==> src/rtl/pll_byp_pkg.sv <==
// Shared constants and the sequencer state type for the PLL bypass controller.
// Assumes the mode-enable field sits in the low bits of the clock-mode word.
package pll_byp_pkg;
    localparam int          EN_W      = 3;
    localparam logic [2:0]  BYP_CODE  = 3'b101;
    localparam logic [2:0]  LOCK_CODE = 3'b111;

    typedef enum logic [1:0] {
        ST_IDLE      = 2'd0,
        ST_BYP_WAIT  = 2'd1,
        ST_LOCK_WAIT = 2'd2
    } seq_state_t;
endpackage

==> src/rtl/pll_mode_store.sv <==
// Holds the clock-mode word captured at an accepted bypass request.
// Assumes cap_en is a single-cycle strobe from the sequencer; reset clears to 0.
module pll_mode_store #(
    parameter int MODE_W = 32
) (
    input  logic              clk,
    input  logic              rst_n,
    input  logic              cap_en,
    input  logic [MODE_W-1:0] cap_word,
    output logic [MODE_W-1:0] saved
);
    // Capture register for the prior mode word.
    always_ff @(posedge clk) begin
        if (!rst_n)      saved <= '0;
        else if (cap_en) saved <= cap_word;
    end
endmodule

==> src/rtl/pll_seq_fsm.sv <==
// Sequencer: issues the bypass and relock writes and waits on PLL idle status.
// Assumes requests are sampled only in the idle state; bypass wins a tie.
module pll_seq_fsm
    import pll_byp_pkg::*;
#(
    parameter int MODE_W = 32
) (
    input  logic              clk,
    input  logic              rst_n,
    input  logic              byp_req,
    input  logic              lock_req,
    input  logic              idle_st,
    input  logic [MODE_W-1:0] cur_mode,
    input  logic [MODE_W-1:0] saved_mode,
    output logic              cap_en,
    output logic              wr_en,
    output logic [MODE_W-1:0] wr_data,
    output logic              busy,
    output logic              done
);
    seq_state_t state;
    logic       take_byp;
    logic       take_lock;
    logic       restore_is_lock;

    // Request acceptance decode; bypass has priority over relock.
    always_comb begin
        take_byp        = (state == ST_IDLE) && byp_req;
        take_lock       = (state == ST_IDLE) && !byp_req && lock_req;
        restore_is_lock = (saved_mode[EN_W-1:0] == LOCK_CODE);
        cap_en          = take_byp;
        busy            = (state != ST_IDLE);
    end

    // State, write strobe, write data and completion pulse.
    always_ff @(posedge clk) begin
        if (!rst_n) begin
            state   <= ST_IDLE;
            wr_en   <= 1'b0;
            wr_data <= '0;
            done    <= 1'b0;
        end else begin
            wr_en <= 1'b0;
            done  <= 1'b0;
            case (state)
                ST_IDLE: begin
                    if (take_byp) begin
                        wr_en   <= 1'b1;
                        wr_data <= {cur_mode[MODE_W-1:EN_W], BYP_CODE};
                        state   <= ST_BYP_WAIT;
                    end else if (take_lock) begin
                        wr_en   <= 1'b1;
                        wr_data <= saved_mode;
                        if (restore_is_lock) state <= ST_LOCK_WAIT;
                        else                 done  <= 1'b1;
                    end
                end
                ST_BYP_WAIT: begin
                    if (!idle_st) begin
                        state <= ST_IDLE;
                        done  <= 1'b1;
                    end
                end
                ST_LOCK_WAIT: begin
                    if (idle_st) begin
                        state <= ST_IDLE;
                        done  <= 1'b1;
                    end
                end
                default: state <= ST_IDLE;
            endcase
        end
    end

    // Bypass write carries the bypass code one cycle after acceptance.
    assert_byp_code_R2: assert property (@(posedge clk) disable iff (!rst_n)
        (state == ST_IDLE && byp_req) |=> (wr_en && wr_data[EN_W-1:0] == BYP_CODE));
    // Busy holds while the PLL still reports lock after a bypass write.
    assert_byp_hold_R3: assert property (@(posedge clk) disable iff (!rst_n)
        (state == ST_BYP_WAIT && idle_st) |=> (busy && !done));
    // A lock-code restore keeps busy high.
    assert_lock_wait_R5: assert property (@(posedge clk) disable iff (!rst_n)
        (state == ST_IDLE && !byp_req && lock_req && saved_mode[EN_W-1:0] == LOCK_CODE)
        |=> (busy && !done));
    // Other restores complete on the request edge.
    assert_lock_nowait_R6: assert property (@(posedge clk) disable iff (!rst_n)
        (state == ST_IDLE && !byp_req && lock_req && saved_mode[EN_W-1:0] != LOCK_CODE)
        |=> (done && !busy));
    // Done is a one-cycle pulse.
    assert_done_pulse_R7: assert property (@(posedge clk) disable iff (!rst_n)
        done |=> !done);
    // No write while an operation is running.
    assert_no_write_busy_R8: assert property (@(posedge clk) disable iff (!rst_n)
        busy |=> !wr_en);
endmodule

==> src/rtl/pll_div_field.sv <==
// Extracts the post-divider field from the clock-select register value.
// Assumes the field is DIV_W bits at DIV_LSB; purely combinational.
module pll_div_field #(
    parameter int SEL_W   = 32,
    parameter int DIV_W   = 8,
    parameter int DIV_LSB = 0
) (
    input  logic [SEL_W-1:0] clksel,
    output logic [DIV_W-1:0] div
);
    logic unused_sel_bits;

    // Field select with the configured shift.
    always_comb begin
        div             = clksel[DIV_LSB +: DIV_W];
        unused_sel_bits = ^clksel;
    end
endmodule

==> src/rtl/pll_byp_ctl.sv <==
// Top: PLL bypass and relock controller over a register-level interface.
// Assumes clkmode_rd reflects the register contents every cycle.
module pll_byp_ctl #(
    parameter int MODE_W = 32,
    parameter int SEL_W  = 32,
    parameter int DIV_W  = 8
) (
    input  logic              clk,
    input  logic              rst_n,
    input  logic              byp_req,
    input  logic              lock_req,
    input  logic [MODE_W-1:0] clkmode_rd,
    output logic              clkmode_wr_en,
    output logic [MODE_W-1:0] clkmode_wr_data,
    input  logic              pll_idle_st,
    input  logic [SEL_W-1:0]  clksel_rd,
    output logic [DIV_W-1:0]  post_div,
    output logic              busy,
    output logic              done
);
    logic              cap_en;
    logic [MODE_W-1:0] saved_mode;

    pll_mode_store #(.MODE_W(MODE_W)) u_store (
        .clk      (clk),
        .rst_n    (rst_n),
        .cap_en   (cap_en),
        .cap_word (clkmode_rd),
        .saved    (saved_mode)
    );

    pll_seq_fsm #(.MODE_W(MODE_W)) u_seq (
        .clk        (clk),
        .rst_n      (rst_n),
        .byp_req    (byp_req),
        .lock_req   (lock_req),
        .idle_st    (pll_idle_st),
        .cur_mode   (clkmode_rd),
        .saved_mode (saved_mode),
        .cap_en     (cap_en),
        .wr_en      (clkmode_wr_en),
        .wr_data    (clkmode_wr_data),
        .busy       (busy),
        .done       (done)
    );

    pll_div_field #(.SEL_W(SEL_W), .DIV_W(DIV_W), .DIV_LSB(0)) u_div (
        .clksel (clksel_rd),
        .div    (post_div)
    );

    // Relock writes back the word captured at the bypass request.
    assert_restore_word_R4: assert property (@(posedge clk) disable iff (!rst_n)
        (!busy && !byp_req && lock_req) |=> (clkmode_wr_en && clkmode_wr_data == $past(saved_mode)));
endmodule

==> config.mk <==
export PLATFORM = sky130hd
export DESIGN_NAME = pll_byp_ctl
export DESIGN_NICKNAME = d
export VERILOG_FILES = /design/src/rtl/pll_byp_pkg.sv /design/src/rtl/pll_mode_store.sv /design/src/rtl/pll_seq_fsm.sv /design/src/rtl/pll_div_field.sv /design/src/rtl/pll_byp_ctl.sv
export SDC_FILE = /design/constraint.sdc
export NUM_CORES = 1
export LEC_CHECK = 0
export BUFFER_PORTS_ARGS = -buffer_cell sky130_fd_sc_hd__buf_2
export CAP_MARGIN = 40
export CORE_MARGIN = 5
export CORE_UTILIZATION = 45
export CTS_CLUSTER_DIAMETER = 40
export DETAILED_ROUTE_END_ITERATION = 10
export GPL_TIMING_DRIVEN = 0
export PLACE_DENSITY = 0.74
export SETUP_SLACK_MARGIN = 0.1
export SKIP_LAST_GASP = 1
export SYNTH_ARGS = -nofsm -noshare
export SYNTH_HDL_FRONTEND = slang
export SYNTH_HIERARCHICAL = 1
export SYNTH_SLANG_ARGS = --single-unit
==> constraint.sdc <==
create_clock -name clk -period 1.7 [get_ports clk]
set_clock_uncertainty 0.05 [all_clocks]
set_input_delay 0.085 -clock clk [delete_from_list [all_inputs] [get_ports clk]]
set_output_delay 0.085 -clock clk [all_outputs]
set_load 0.05 [all_outputs]
Word level (Yosys, flattened, before mapping)
Cells that the tools add are included.

Bits in registers: 68. Logic and storage cells: 38.

Eq/ne operators: 7. Muxes and demuxes: 16. Reduce and logical (&&, ||, !) cells: 10.

Operators by type and width (number): $mux 32 (2); $mux 2 (5); $mux 1 (7); $ne 3x2->1 const B (2); $pmux 2 s3 (1); $ne 2x2->1 const B (2); $reduce_and 2->1 (2); $reduce_and 4->1 (1); $reduce_bool 2->1 (2); $eq 3x3->1 const B (1); $logic_and 1x1->1 (3); $pmux 1 s3 (1); $eq 2x1->1 const B (1); $eq 2x2->1 const B (1); $logic_not 2->1 (1); $logic_not 1->1 (1).

Longest topological paths before layout
Gate-level depths: netlist of the first run.

Word-level depth: 6. Gate-level depth with buffers: 7. Mapped depth without buffers: 4.

Cells and area by module
Netlist of the first run, hierarchy kept.

Modules (own cells, without submodules): pll_seq_fsm (times used 1, cells each 165, area an instance 1710.4 um^2); pll_mode_store (times used 1, cells each 103, area an instance 1243.7 um^2); pll_div_field (times used 1, cells each 8, area an instance 60.1 um^2).

Worst setup path before layout of the first run
OpenSTA, ideal clock, no wires.

Kind: register to register. Start point: register u_seq.state[0]. End point: register u_store.saved[0]. Library setup time: 116 ps. Arrival time: 1382 ps. Slack: 152 ps. Stages on the path, launching flop included: 8. Buffers on the path: 4. Cells stage by stage: dfxtp_1 buf_6 nor3b_4 buf_8 buf_6 buf_12 mux2i_1 nor2b_1.

Cells in the longest elaborated chain, start to end: 2.

Ends and longest elaborated chain: start, declared (RTL line pll_seq_fsm.sv:21) `seq_state_t state;`; start signal, assigned (RTL line pll_seq_fsm.sv:38) `state <= ST_IDLE;`; start signal, assigned (RTL line pll_seq_fsm.sv:50) `state <= ST_BYP_WAIT;`; start signal, assigned (RTL line pll_seq_fsm.sv:54) `if (restore_is_lock) state <= ST_LOCK_WAIT;`; $logic_not 2->1 (RTL line pll_seq_fsm.sv:28) `take_byp = (state == ST_IDLE) && byp_req;`; $logic_and 1x1->1 (RTL line pll_seq_fsm.sv:28); named net cap_en (RTL line pll_byp_ctl.sv:21) `logic cap_en;`; end signal, assigned (RTL line pll_mode_store.sv:15) `else if (cap_en) saved <= cap_word;`; end, declared (RTL line pll_mode_store.sv:10) `output logic [MODE_W-1:0] saved`.

The timed path passes the listed nets, and every way through them passes these cells. A chain may end at the register's enable or synchronous reset.

Final worst setup path of the first run
Start point: register u_seq.state[0]. End point: register u_store.saved[15].

The elaborated chain is that of the path after synthesis.

==> results of run 1 <==
-- layer usage --
layer	wire length, µm	part of all wire (%)	GRT usage, %
met2	3680	48	29.2
met4	80	1.0	6.68
met5	0	0	0
met1	3400	44	21.4
met3	507	6.6	5.81
-- worst paths after layout --
path                                               startpoint                        endpoint  slack (ps)
worst max-delay path              u_seq/state[0]$_SDFFE_PN0P_  u_store/saved[15]$_SDFFE_PN0P_         100
worst min-delay path                           clkmode_rd[18]  u_store/saved[18]$_SDFFE_PN0P_          30
worst max register to register    u_seq/state[0]$_SDFFE_PN0P_  u_store/saved[15]$_SDFFE_PN0P_         100
worst min register to register  u_seq/wr_data[1]$_SDFFE_PN0P_   u_seq/wr_data[1]$_SDFFE_PN0P_         450
-- synthesized netlist by cell type, types with 2 or more instances --
cell type / count
buf_12: 3
clkbuf_1: 9
inv_1: 2
nor3_1: 2
buf_2: 6
nor2b_1: 33
buf_6: 3
a211oi_1: 18
mux2i_1: 62
a21oi_1: 30
o221a_2: 2
nor2_1: 4
and3_1: 2
buf_4: 8
buf_8: 2
a211oi_2: 11
dfxtp_1: 68
-- layout by cell type (no fill, tap or decap), types with 9 or more instances in the layout --
| master | instances |
|---|---|
| a211oi_1 | 18 |
| a211oi_2 | 11 |
| a21oi_1 | 30 |
| buf_2 | 83 |
| buf_4 | 11 |
| clkbuf_1 | 9 |
| clkbuf_8 | 10 |
| dfxtp_1 | 68 |
| dlygate4sd3_1 | 32 |
| mux2i_1 | 53 |
| nor2b_1 | 33 |
-- stage by stage --
stage	TNS, ps	utilization, %	hold slack (ps)
final	0	65.5	31.4
after global routing	0	65.5	26.7
after CTS	0	62.4	8.80
after detailed placement	-4.58	54.6	310
after global placement	0	54.6	299
after floorplan	0	-	163
-- layout make-up --
class                      count  area (µm²)
buffer                        31         273
clock buffer                  12         145
clock inverter                 2        12.5
fill                         491        2220
inverter                       3        11.3
multi-input combinational    174        1480
sequential                    68        1360
tap                           77        96.3
timing repair buffer         118         825
-- flip-flops by register name (all words and copies together), names as in the netlist --
signal / cells
u_seq/state: 2
u_seq/done: 1
u_store/saved: 32
u_seq/wr_en: 1
u_seq/wr_data: 32
-- timing repair --
| item | 4_1_cts | 5_1_grt |
|---|---|---|
| buffers inserted | 3 | 1 |
| setup endpoints to repair | 31 | 37 |
| pin swaps | 1 | 1 |
| cloned | 0 | 3 |
| resized for setup | 1 | 25 |
| hold buffers | 32 | 0 |
| endpoints found under the hold margin | 32 | 0 |
-- where the power goes --
group / switching [mW] / internal (mW) / leakage [nW] / total [mW]
logic: 0.650 / 0.443 / 1.17 / 1.09
registers: 0.0722 / 1.72 / 0.561 / 1.79
clock network: 0.549 / 0.551 / 0.0783 / 1.10
total: 1.27 / 2.71 / 1.81 / 3.98
-- cell families (layout without fill, tap and decap cells) --
group / count (synthesis) / count (layout)
flops: 68 / 68
compound gates: 64 / 64
mux: 62 / 62
simple gates: 48 / 48
buf+inv: 34 / 166
-- worst register-to-register path, cell delays in order (launching register included) --
cell and delay [ps]:
dfxtp_1 310, buf_6 130, nor3b_4 280, buf_8 150
buf_12 150, clkbuf_16 160, mux2i_1 200, nor2b_1 70
==> impl_metrics.env, run 1 <==
export IMPL_path_delay_family="buffers and inverters"
export IMPL_synthAdderAreaFrac_pct=0
export IMPL_clock_root_buffer="clkbuf_8"
export IMPL_dr_first_iter_drc_count=88
export IMPL_ant_nets=0
export IMPL_grt_first_pass_wirelength_mm=11.8
export IMPL_yosysTopAreaCell="dfxtp_1"
export IMPL_htreeDepth=3
export IMPL_io_pins=112
export IMPL_drc=0
export IMPL_critPathMaxFanout=8
export IMPL_synth_top_area_share_pct=45.2
export IMPL_cp_required_ps=1870
export IMPL_stdcell_area_um2=4210
export IMPL_synth_compound_area_share_pct=15.5
export IMPL_nets=474
export IMPL_hold_viol_final=0
export IMPL_worstPathArrival_ps=1780
export IMPL_cts_tree="built"
export IMPL_synth_top_family_by_area="multiplexers"
export IMPL_instances_no_fill=485
export IMPL_path_clk_slew_ps=70
export IMPL_cts_made_buffers=9
export IMPL_cap_violations=0
export IMPL_muxShareOfSynthArea_pct=20.6
export IMPL_n_antenna_cell=0
export IMPL_vias=2477
export IMPL_dp_slack_ps=-4.58
export IMPL_wl_per_cell_um=15.8
export IMPL_die_area_um2=8430
export IMPL_power_density_nw_per_um2=947
export IMPL_yosys_area_share_simple_pct=10.2
export IMPL_syn_inst=276
export IMPL_dieWidth_um=91.8
export IMPL_layout_drive_gt1_share_pct=36.8
export IMPL_synth_edf_count=0
export IMPL_synthFlopType="dfxtp_1"
export IMPL_initial_utilization_pct=46.9
export IMPL_slowest_stage="dfxtp_1"
export IMPL_gp_congestion=0.773
export IMPL_cts_buffer_depth=2
export IMPL_wirelength_mm=7.67
export IMPL_gr_total_overflow=0
export IMPL_rsz0062_at_grt="yes"
export IMPL_synth_fp_nets=345
export IMPL_place_area_um2=3510
export IMPL_synthArstFlopShare_pct=0
export IMPL_holdPathStages=3
export IMPL_relSlewSlack_pct=56.8
export IMPL_fmax_ghz=0.623
export IMPL_crit_chain="buf_6 -> nor3b_4 -> buf_8 -> buf_12 -> clkbuf_16 -> mux2i_1 -> nor2b_1"
export IMPL_grt_pass1_vias=2507
export IMPL_clock_sinks=68
export IMPL_antenna_found_initial=0
export IMPL_clk_latency_ps=330
export IMPL_grt_total_usage_pct=17.7
export IMPL_outcome="finished clean"
export IMPL_yosysSeqAreaShare_pct=45.2
export IMPL_coreArea_um2=6420
export IMPL_synthXorXnorAreaFrac_pct=0
export IMPL_core_rowCount=29
export IMPL_leakage_nw=1.81
export IMPL_finalCriticalPeriod_ps=1600
export IMPL_netlist_cell_type_count=28
export IMPL_crit_cells=7
export IMPL_synthesis_area_um2=3010
export IMPL_hold_path_class="input pin to flip-flop"
export IMPL_fin_crit_sh_pct=94.4
export IMPL_synth_warnings=6
export IMPL_start_kind="flip-flop"
export IMPL_ir_drop_v=0.000639
export IMPL_worst_slew_pin_slew_ps=648
export IMPL_numPortBuffers=79
export IMPL_ys_ff_latch=68
export IMPL_yosys_top_cells_area="dfxtp_1 45%, mux2i_1 21%, nor2b_1 6.8%"
export IMPL_vias_per_cell=5.11
export IMPL_syn_area_per_cell_um2=10.9
export IMPL_end_kind="flip-flop"
export IMPL_dp_hpwl_mm=5.04
export IMPL_r2r_worst_path_cells=7
export IMPL_p_total_mw=3.98
export IMPL_synthToLayoutAreaGrowth_pct=39.6
export IMPL_finalSetupViolCount=0
export IMPL_critPathKind="flip-flop to flip-flop"
export IMPL_slowest_delay_ps=310
export IMPL_die_h_um=91.8
export IMPL_drv_slew=0
export IMPL_crit_buf_inv=4
export IMPL_grt_start_max_net_pins=11
export IMPL_dr_pass1_iters=4
export IMPL_dpl_cell_count=432
export IMPL_fin_ws_ps=95.4
No activity file was read; power rests on OpenSTA's default activity.
==> run 2, diff against run 1 <==
- CORE_UTILIZATION: 45 -> 49
- PLACE_DENSITY: 0.74 -> 0.8
==> impl_metrics.env, run 2 (synthesis results as in run 1) <==
export IMPL_gp_congestion=0.761
export IMPL_top_regs="u_seq/wr_data (32), u_store/saved (32), u_seq/state (2)"
export IMPL_combPwrFrac_pct=27.0
export IMPL_vias_per_cell=5.22
export IMPL_numPortBuffers=79
export IMPL_gr_total_overflow=0
export IMPL_hold_viol_final=0
export IMPL_finalCriticalPeriod_ps=1580
export IMPL_dr_pass1_iters=4
export IMPL_die_h_um=88.4
export IMPL_switching_share_pct=31.7
export IMPL_stdcell_area_um2=4190
export IMPL_end_kind="flip-flop"
export IMPL_start_kind="flip-flop"
export IMPL_nets=472
export IMPL_fmax_ghz=0.632
export IMPL_relSlewSlack_pct=52.3
export IMPL_coreArea_um2=5960
export IMPL_dr_first_iter_drc_count=84
export IMPL_r2r_start="u_seq/state[0]$_SDFFE_PN0P_"
export IMPL_htreeDepth=3
export IMPL_r2r_slack_ps=120
export IMPL_hold_start="clkmode_rd[15]"
export IMPL_cts_tree="built"
export IMPL_holdPathStages=3
export IMPL_path_delay_family="buffers and inverters"
export IMPL_layout_drive_gt1_share_pct=38.3
export IMPL_dieWidth_um=88.4
export IMPL_grt_pass1_vias=2468
export IMPL_slowest_delay_ps=310
export IMPL_antenna_found_initial=0
export IMPL_p_int_mw=2.76
export IMPL_ant_nets=0
export IMPL_place_area_um2=3500
export IMPL_critPathKind="flip-flop to flip-flop"
export IMPL_core_rowCount=28
export IMPL_rsz0062_at_grt="yes"
export IMPL_whs_endpoint="u_store/saved[15]$_SDFFE_PN0P_"
export IMPL_io_pins=112
export IMPL_drc=0
export IMPL_initial_utilization_pct=50.6
export IMPL_crit_buf_inv=3
export IMPL_worst_slew_pin_slew_ps=715
export IMPL_grt_first_pass_wirelength_mm=11.5
export IMPL_leakage_nw=1.80
export IMPL_die_area_um2=7820
export IMPL_outcome="finished clean"
export IMPL_critPathMaxFanout=10
export IMPL_clock_sinks=68
export IMPL_cp_required_ps=1840
export IMPL_cap_violations=0
export IMPL_ir_drop_v=0.000458
export IMPL_p_sw_mw=1.28
export IMPL_grt_start_max_net_pins=11
export IMPL_finalSetupViolCount=0
export IMPL_cts_buffer_depth=2
export IMPL_tns_ps=0
export IMPL_crit_chain="buf_6 -> nor3b_4 -> buf_4 -> buf_12 -> mux2i_2 -> a211oi_2"
export IMPL_r2r_worst_path_cells=6
export IMPL_synthToLayoutAreaGrowth_pct=39.1
export IMPL_worstPathArrival_ps=1720
export IMPL_clock_root_buffer="clkbuf_8"
export IMPL_pwr_share_clk_pct=28.6
export IMPL_path_clk_slew_ps=70
export IMPL_fin_crit_sh_pct=93.0
export IMPL_worstReg2RegEnd="u_seq/wr_data[6]$_SDFFE_PN0P_"
export IMPL_slowest_stage="dfxtp_1"
export IMPL_final_cell_mix="82 x buf_2, 68 x dfxtp_1, 49 x mux2i_1, 33 x nor2b_1"
export IMPL_dp_hpwl_mm=4.92
export IMPL_grt_total_usage_pct=19.3
export IMPL_clk_latency_ps=340
export IMPL_wirelength_mm=7.57
export IMPL_drv_slew=0
export IMPL_power_density_nw_per_um2=963
export IMPL_cts_made_buffers=9
export IMPL_p_seq_share_pct=44.3
export IMPL_wl_per_cell_um=15.7
export IMPL_hold_path_class="input pin to flip-flop"
export IMPL_final_common_cell="buf_2"
export IMPL_vias=2517
export IMPL_n_antenna_cell=0
-- run 2: cell types whose count changed in the layout (fill, tap and decap cells not counted), moves of 2 or more --
cell,before,now
mux2i_1,53,49
mux2i_4,6,3
buf_4,11,13
mux2i_2,3,10
dlygate4sd3_1,32,30
-- run 2: stage by stage --
stage	hold slack [ps]	util (%)	power, mW	setup slack, ps	std cells
after floorplan	163	-	2.53	152	276
after global placement	299	58.8	2.74	41.7	430
after detailed placement	312	58.8	2.76	6.14	430
after CTS	0.236	67.1	3.98	109	478
after global routing	31.3	70.4	4.21	59.3	482
final	13.3	70.4	4.04	118	482
-- run 2: what timing repair did --
action	4_1_cts	5_1_grt
buffers inserted	3	1
gates resized for setup	2	27
hold endpoints to repair	30	0
setup endpoints to repair	40	45
cloned	0	3
pin swaps	1	1
hold buffers	30	0
-- run 2: power by group through the flow --
stage | logic (mW) | registers [mW] | clock network [mW]
final | 1.09 | 1.79 | 1.16
after global routing | 1.16 | 1.80 | 1.25
after CTS | 1.01 | 1.78 | 1.18
after detailed placement | 0.946 | 1.82 | 0
after global placement | 0.932 | 1.81 | 0
after floorplan | 0.465 | 2.07 | 0
-- run 2: tightest hold or removal path: stages --
cell and delay [ps]:
buf_2 90, mux2i_2 60, nor2b_1 120
-- run 2: metal layers --
metal	track usage [%]	share of wire, %	vias to the layer above
met5	0	0	-
met3	5.77	7.7	12
li1	-	-	1235
met2	31.6	49	79
met1	23.8	42	1191
met4	7.69	1.6	0
-- run 2: cell type report --
| cell class | count | area (µm²) |
|---|---|---|
| Buffer | 31 | 280 |
| Timing Repair Buffer | 116 | 801 |
| Sequential cell | 68 | 1360 |
| Fill cell | 456 | 1760 |
| Tap cell | 75 | 93.8 |
| Clock inverter | 2 | 10.0 |
| Inverter | 3 | 11.3 |
| Multi-Input combinational cell | 174 | 1480 |
| Clock buffer | 13 | 159 |
-- run 2: worst max path at each step --
| stage | start | endpoint | depth (start not counted) |
|---|---|---|---|
| detailed placement | u_seq/state[0]$_SDFFE_PN0P_ | u_store/saved[9]$_SDFFE_PN0P_ | 7 |
| finish | u_seq/state[0]$_SDFFE_PN0P_ | u_seq/wr_data[6]$_SDFFE_PN0P_ | 6 |
| floorplan | u_seq/state[0]$_SDFFE_PN0P_ | u_store/saved[0]$_SDFFE_PN0P_ | 7 |
| global placement | u_seq/state[0]$_SDFFE_PN0P_ | u_store/saved[7]$_SDFFE_PN0P_ | 7 |
| CTS | u_seq/state[1]$_SDFFE_PN0P_ | u_seq/wr_data[12]$_SDFFE_PN0P_ | 5 |
| global route | u_seq/state[0]$_SDFFE_PN0P_ | u_store/saved[10]$_SDFFE_PN0P_ | 7 |
==> run 3, diff against run 2 <==
- CORE_UTILIZATION: 49 -> 39
- PLACE_DENSITY: 0.8 -> 0.66
==> impl_metrics.env, run 3 (synthesis results as in run 1) <==
export IMPL_wl_met3_um=513
export IMPL_initial_utilization_pct=39.6
export IMPL_finalSetupViolCount=0
export IMPL_cp_required_ps=1840
export IMPL_core_rowCount=32
export IMPL_r2r_start="u_seq/state[0]$_SDFFE_PN0P_"
export IMPL_vias=2440
export IMPL_critPathLaunch="u_seq/state[0]$_SDFFE_PN0P_"
export IMPL_grt_start_max_net_pins=12
export IMPL_routed_top_layer="met4"
export IMPL_fin_ws_ps=172
export IMPL_n_antenna_cell=0
export IMPL_wl_met2_mm=3.64
export IMPL_clk_latency_ps=330
export IMPL_path_clk_slew_ps=70
export IMPL_crit_chain="buf_6 -> nor3b_4 -> buf_4 -> buf_8 -> mux2i_1 -> a211oi_2"
export IMPL_coreArea_um2=7610
export IMPL_antenna_found_initial=0
export IMPL_synthToLayoutAreaGrowth_pct=40.2
export IMPL_slowest_delay_ps=320
export IMPL_holdPathStages=3
export IMPL_dr_first_iter_drc_count=92
export IMPL_die_h_um=97.9
export IMPL_hold_viol_final=0
export IMPL_numPortBuffers=79
export IMPL_io_pins=112
export IMPL_gr_total_overflow=0
export IMPL_top_regs="u_seq/wr_data (32), u_store/saved (32), u_seq/state (2)"
export IMPL_clock_root_buffer="clkbuf_8"
export IMPL_worstReg2RegEnd="u_seq/wr_data[13]$_SDFFE_PN0P_"
export IMPL_grt_first_pass_wirelength_mm=12.0
export IMPL_htreeDepth=3
export IMPL_worstPathArrival_ps=1670
export IMPL_fin_crit_sh_pct=89.9
export IMPL_dr_pass1_iters=4
export IMPL_switching_share_pct=30.0
export IMPL_r2r_worst_path_cells=6
export IMPL_dieWidth_um=97.9
export IMPL_pwr_share_clk_pct=33.7
export IMPL_combPwrFrac_pct=24.7
export IMPL_ir_drop_v=0.000687
export IMPL_worst_slew_pin_slew_ps=707
export IMPL_slowest_stage="dfxtp_2"
export IMPL_vias_per_cell=4.76
export IMPL_grt_pass1_vias=2420
export IMPL_drv_slew=0
export IMPL_cts_made_buffers=9
export IMPL_outcome="finished clean"
export IMPL_wl_per_cell_um=14.7
export IMPL_critPathMaxFanout=10
export IMPL_finalCriticalPeriod_ps=1530
export IMPL_cts_buffer_depth=2
export IMPL_relSlewSlack_pct=52.9
export IMPL_gp_congestion=0.748
export IMPL_grt_total_usage_pct=15.5
export IMPL_r2r_slack_ps=170
export IMPL_ant_nets=0
export IMPL_wirelength_mm=7.52
export IMPL_start_kind="flip-flop"
export IMPL_final_cell_mix="84 x buf_2, 67 x dfxtp_1, 59 x mux2i_1, 33 x nor2b_1, 31 x dlygate4sd3_1"
export IMPL_fmax_ghz=0.654
export IMPL_power_density_nw_per_um2=1020
export IMPL_hold_path_class="input pin to flip-flop"
export IMPL_wl_met1_mm=3.33
export IMPL_p_seq_share_pct=41.6
export IMPL_layout_drive_gt1_share_pct=36.7
export IMPL_dp_slack_ps=-13.4
export IMPL_rsz0062_at_grt="yes"
export IMPL_end_kind="flip-flop"
export IMPL_final_common_cell="buf_2"
export IMPL_p_total_mw=4.29
export IMPL_p_sw_mw=1.29
export IMPL_cap_violations=0
export IMPL_die_area_um2=9590
export IMPL_clock_sinks=68
export IMPL_cts_tree="built"
export IMPL_drc=0
export IMPL_critPathKind="flip-flop to flip-flop"
export IMPL_worstSetupEndpoint="u_seq/wr_data[13]$_SDFFE_PN0P_"
export IMPL_leakage_nw=1.85
export IMPL_p_int_mw=3.00
export IMPL_nets=475
export IMPL_dp_hpwl_mm=5.06
-- run 3: changes by cell type in the layout (fill, tap and decap cells not counted), sizes merged --
cell         previous run  this run
clkbuf                 27        23
buf                   103       107
bufinv                  0         2
clkinv                  2         3
dlygate4sd3            30        31
-- run 3: final cells by class --
class	instances	area [µm²]
clock inverters	5	75.1
flip-flops and latches	68	1360
clock buffers	11	141
inverters	3	11.3
multi-input cells	174	1410
well taps	102	128
repair buffers	119	830
plain buffers	31	265
fillers	730	3380
-- run 3: through the flow --
step / hold WS (ps) / cells / utilization (%) / setup TNS [ps] / cell area (µm²)
2_1_floorplan: 163 / 276 / - / 0 / 3010
3_3_place_gp: 311 / 457 / 46.5 / 0 / 3540
3_5_place_dp: 313 / 457 / 46.5 / -13.4 / 3540
4_1_cts: 12.0 / 505 / 53.6 / 0 / 4080
5_1_grt: 15.7 / 513 / 55.5 / 0 / 4230
6_report: 25.5 / 513 / 55.5 / 0 / 4230
-- run 3: metal layers --
layer	vias up	global-route usage (%)
met3	6	5.00
met1	1121	18.8
met4	0	6.07
met5	-	0
met2	72	25.5
li1	1241	-
-- run 3: worst max-delay path: cells and delay by family, from the launching register on --
family | cells | cell delay [ps]
muxes | 1 | 240
buffers and inverters | 3 | 450
and+or+nand+nor | 1 | 240
AOI/OAI and AO/OA | 1 | 90
DFF | 1 | 320
-- run 3: how the worst min path moves through the flow --
| stage | start | end |
|---|---|---|
| final | clkmode_rd[11] | u_store/saved[11]$_SDFFE_PN0P_ |
| after global routing | lock_req | u_seq/wr_data[1]$_SDFFE_PN0P_ |
| after CTS | lock_req | u_seq/wr_data[1]$_SDFFE_PN0P_ |
| after detailed placement | clkmode_rd[1] | u_store/saved[1]$_SDFFE_PN0P_ |
| after global placement | clkmode_rd[26] | u_store/saved[26]$_SDFFE_PN0P_ |
| after floorplan | rst_n | u_store/saved[29]$_SDFFE_PN0P_ |
-- run 3: power by group through the flow --
stage | Combinational, mW | Sequential, mW | Clock [mW]
2_1_floorplan | 0.465 | 2.07 | 0
3_5_place_dp | 0.948 | 1.82 | 0
5_1_grt | 1.13 | 1.80 | 1.56
4_1_cts | 1.01 | 1.78 | 1.48
6_report | 1.06 | 1.78 | 1.45
3_3_place_gp | 0.935 | 1.82 | 0
-- run 3: what timing repair did --
action / CTS / global route
hold endpoints to repair: 31 / 0
gates cloned: 0 / 3
endpoints found under the setup margin: 41 / 56
resized for setup: 2 / 12
hold buffers: 31 / 0
pin swaps: 1 / 1
buffers inserted: 1 / 5
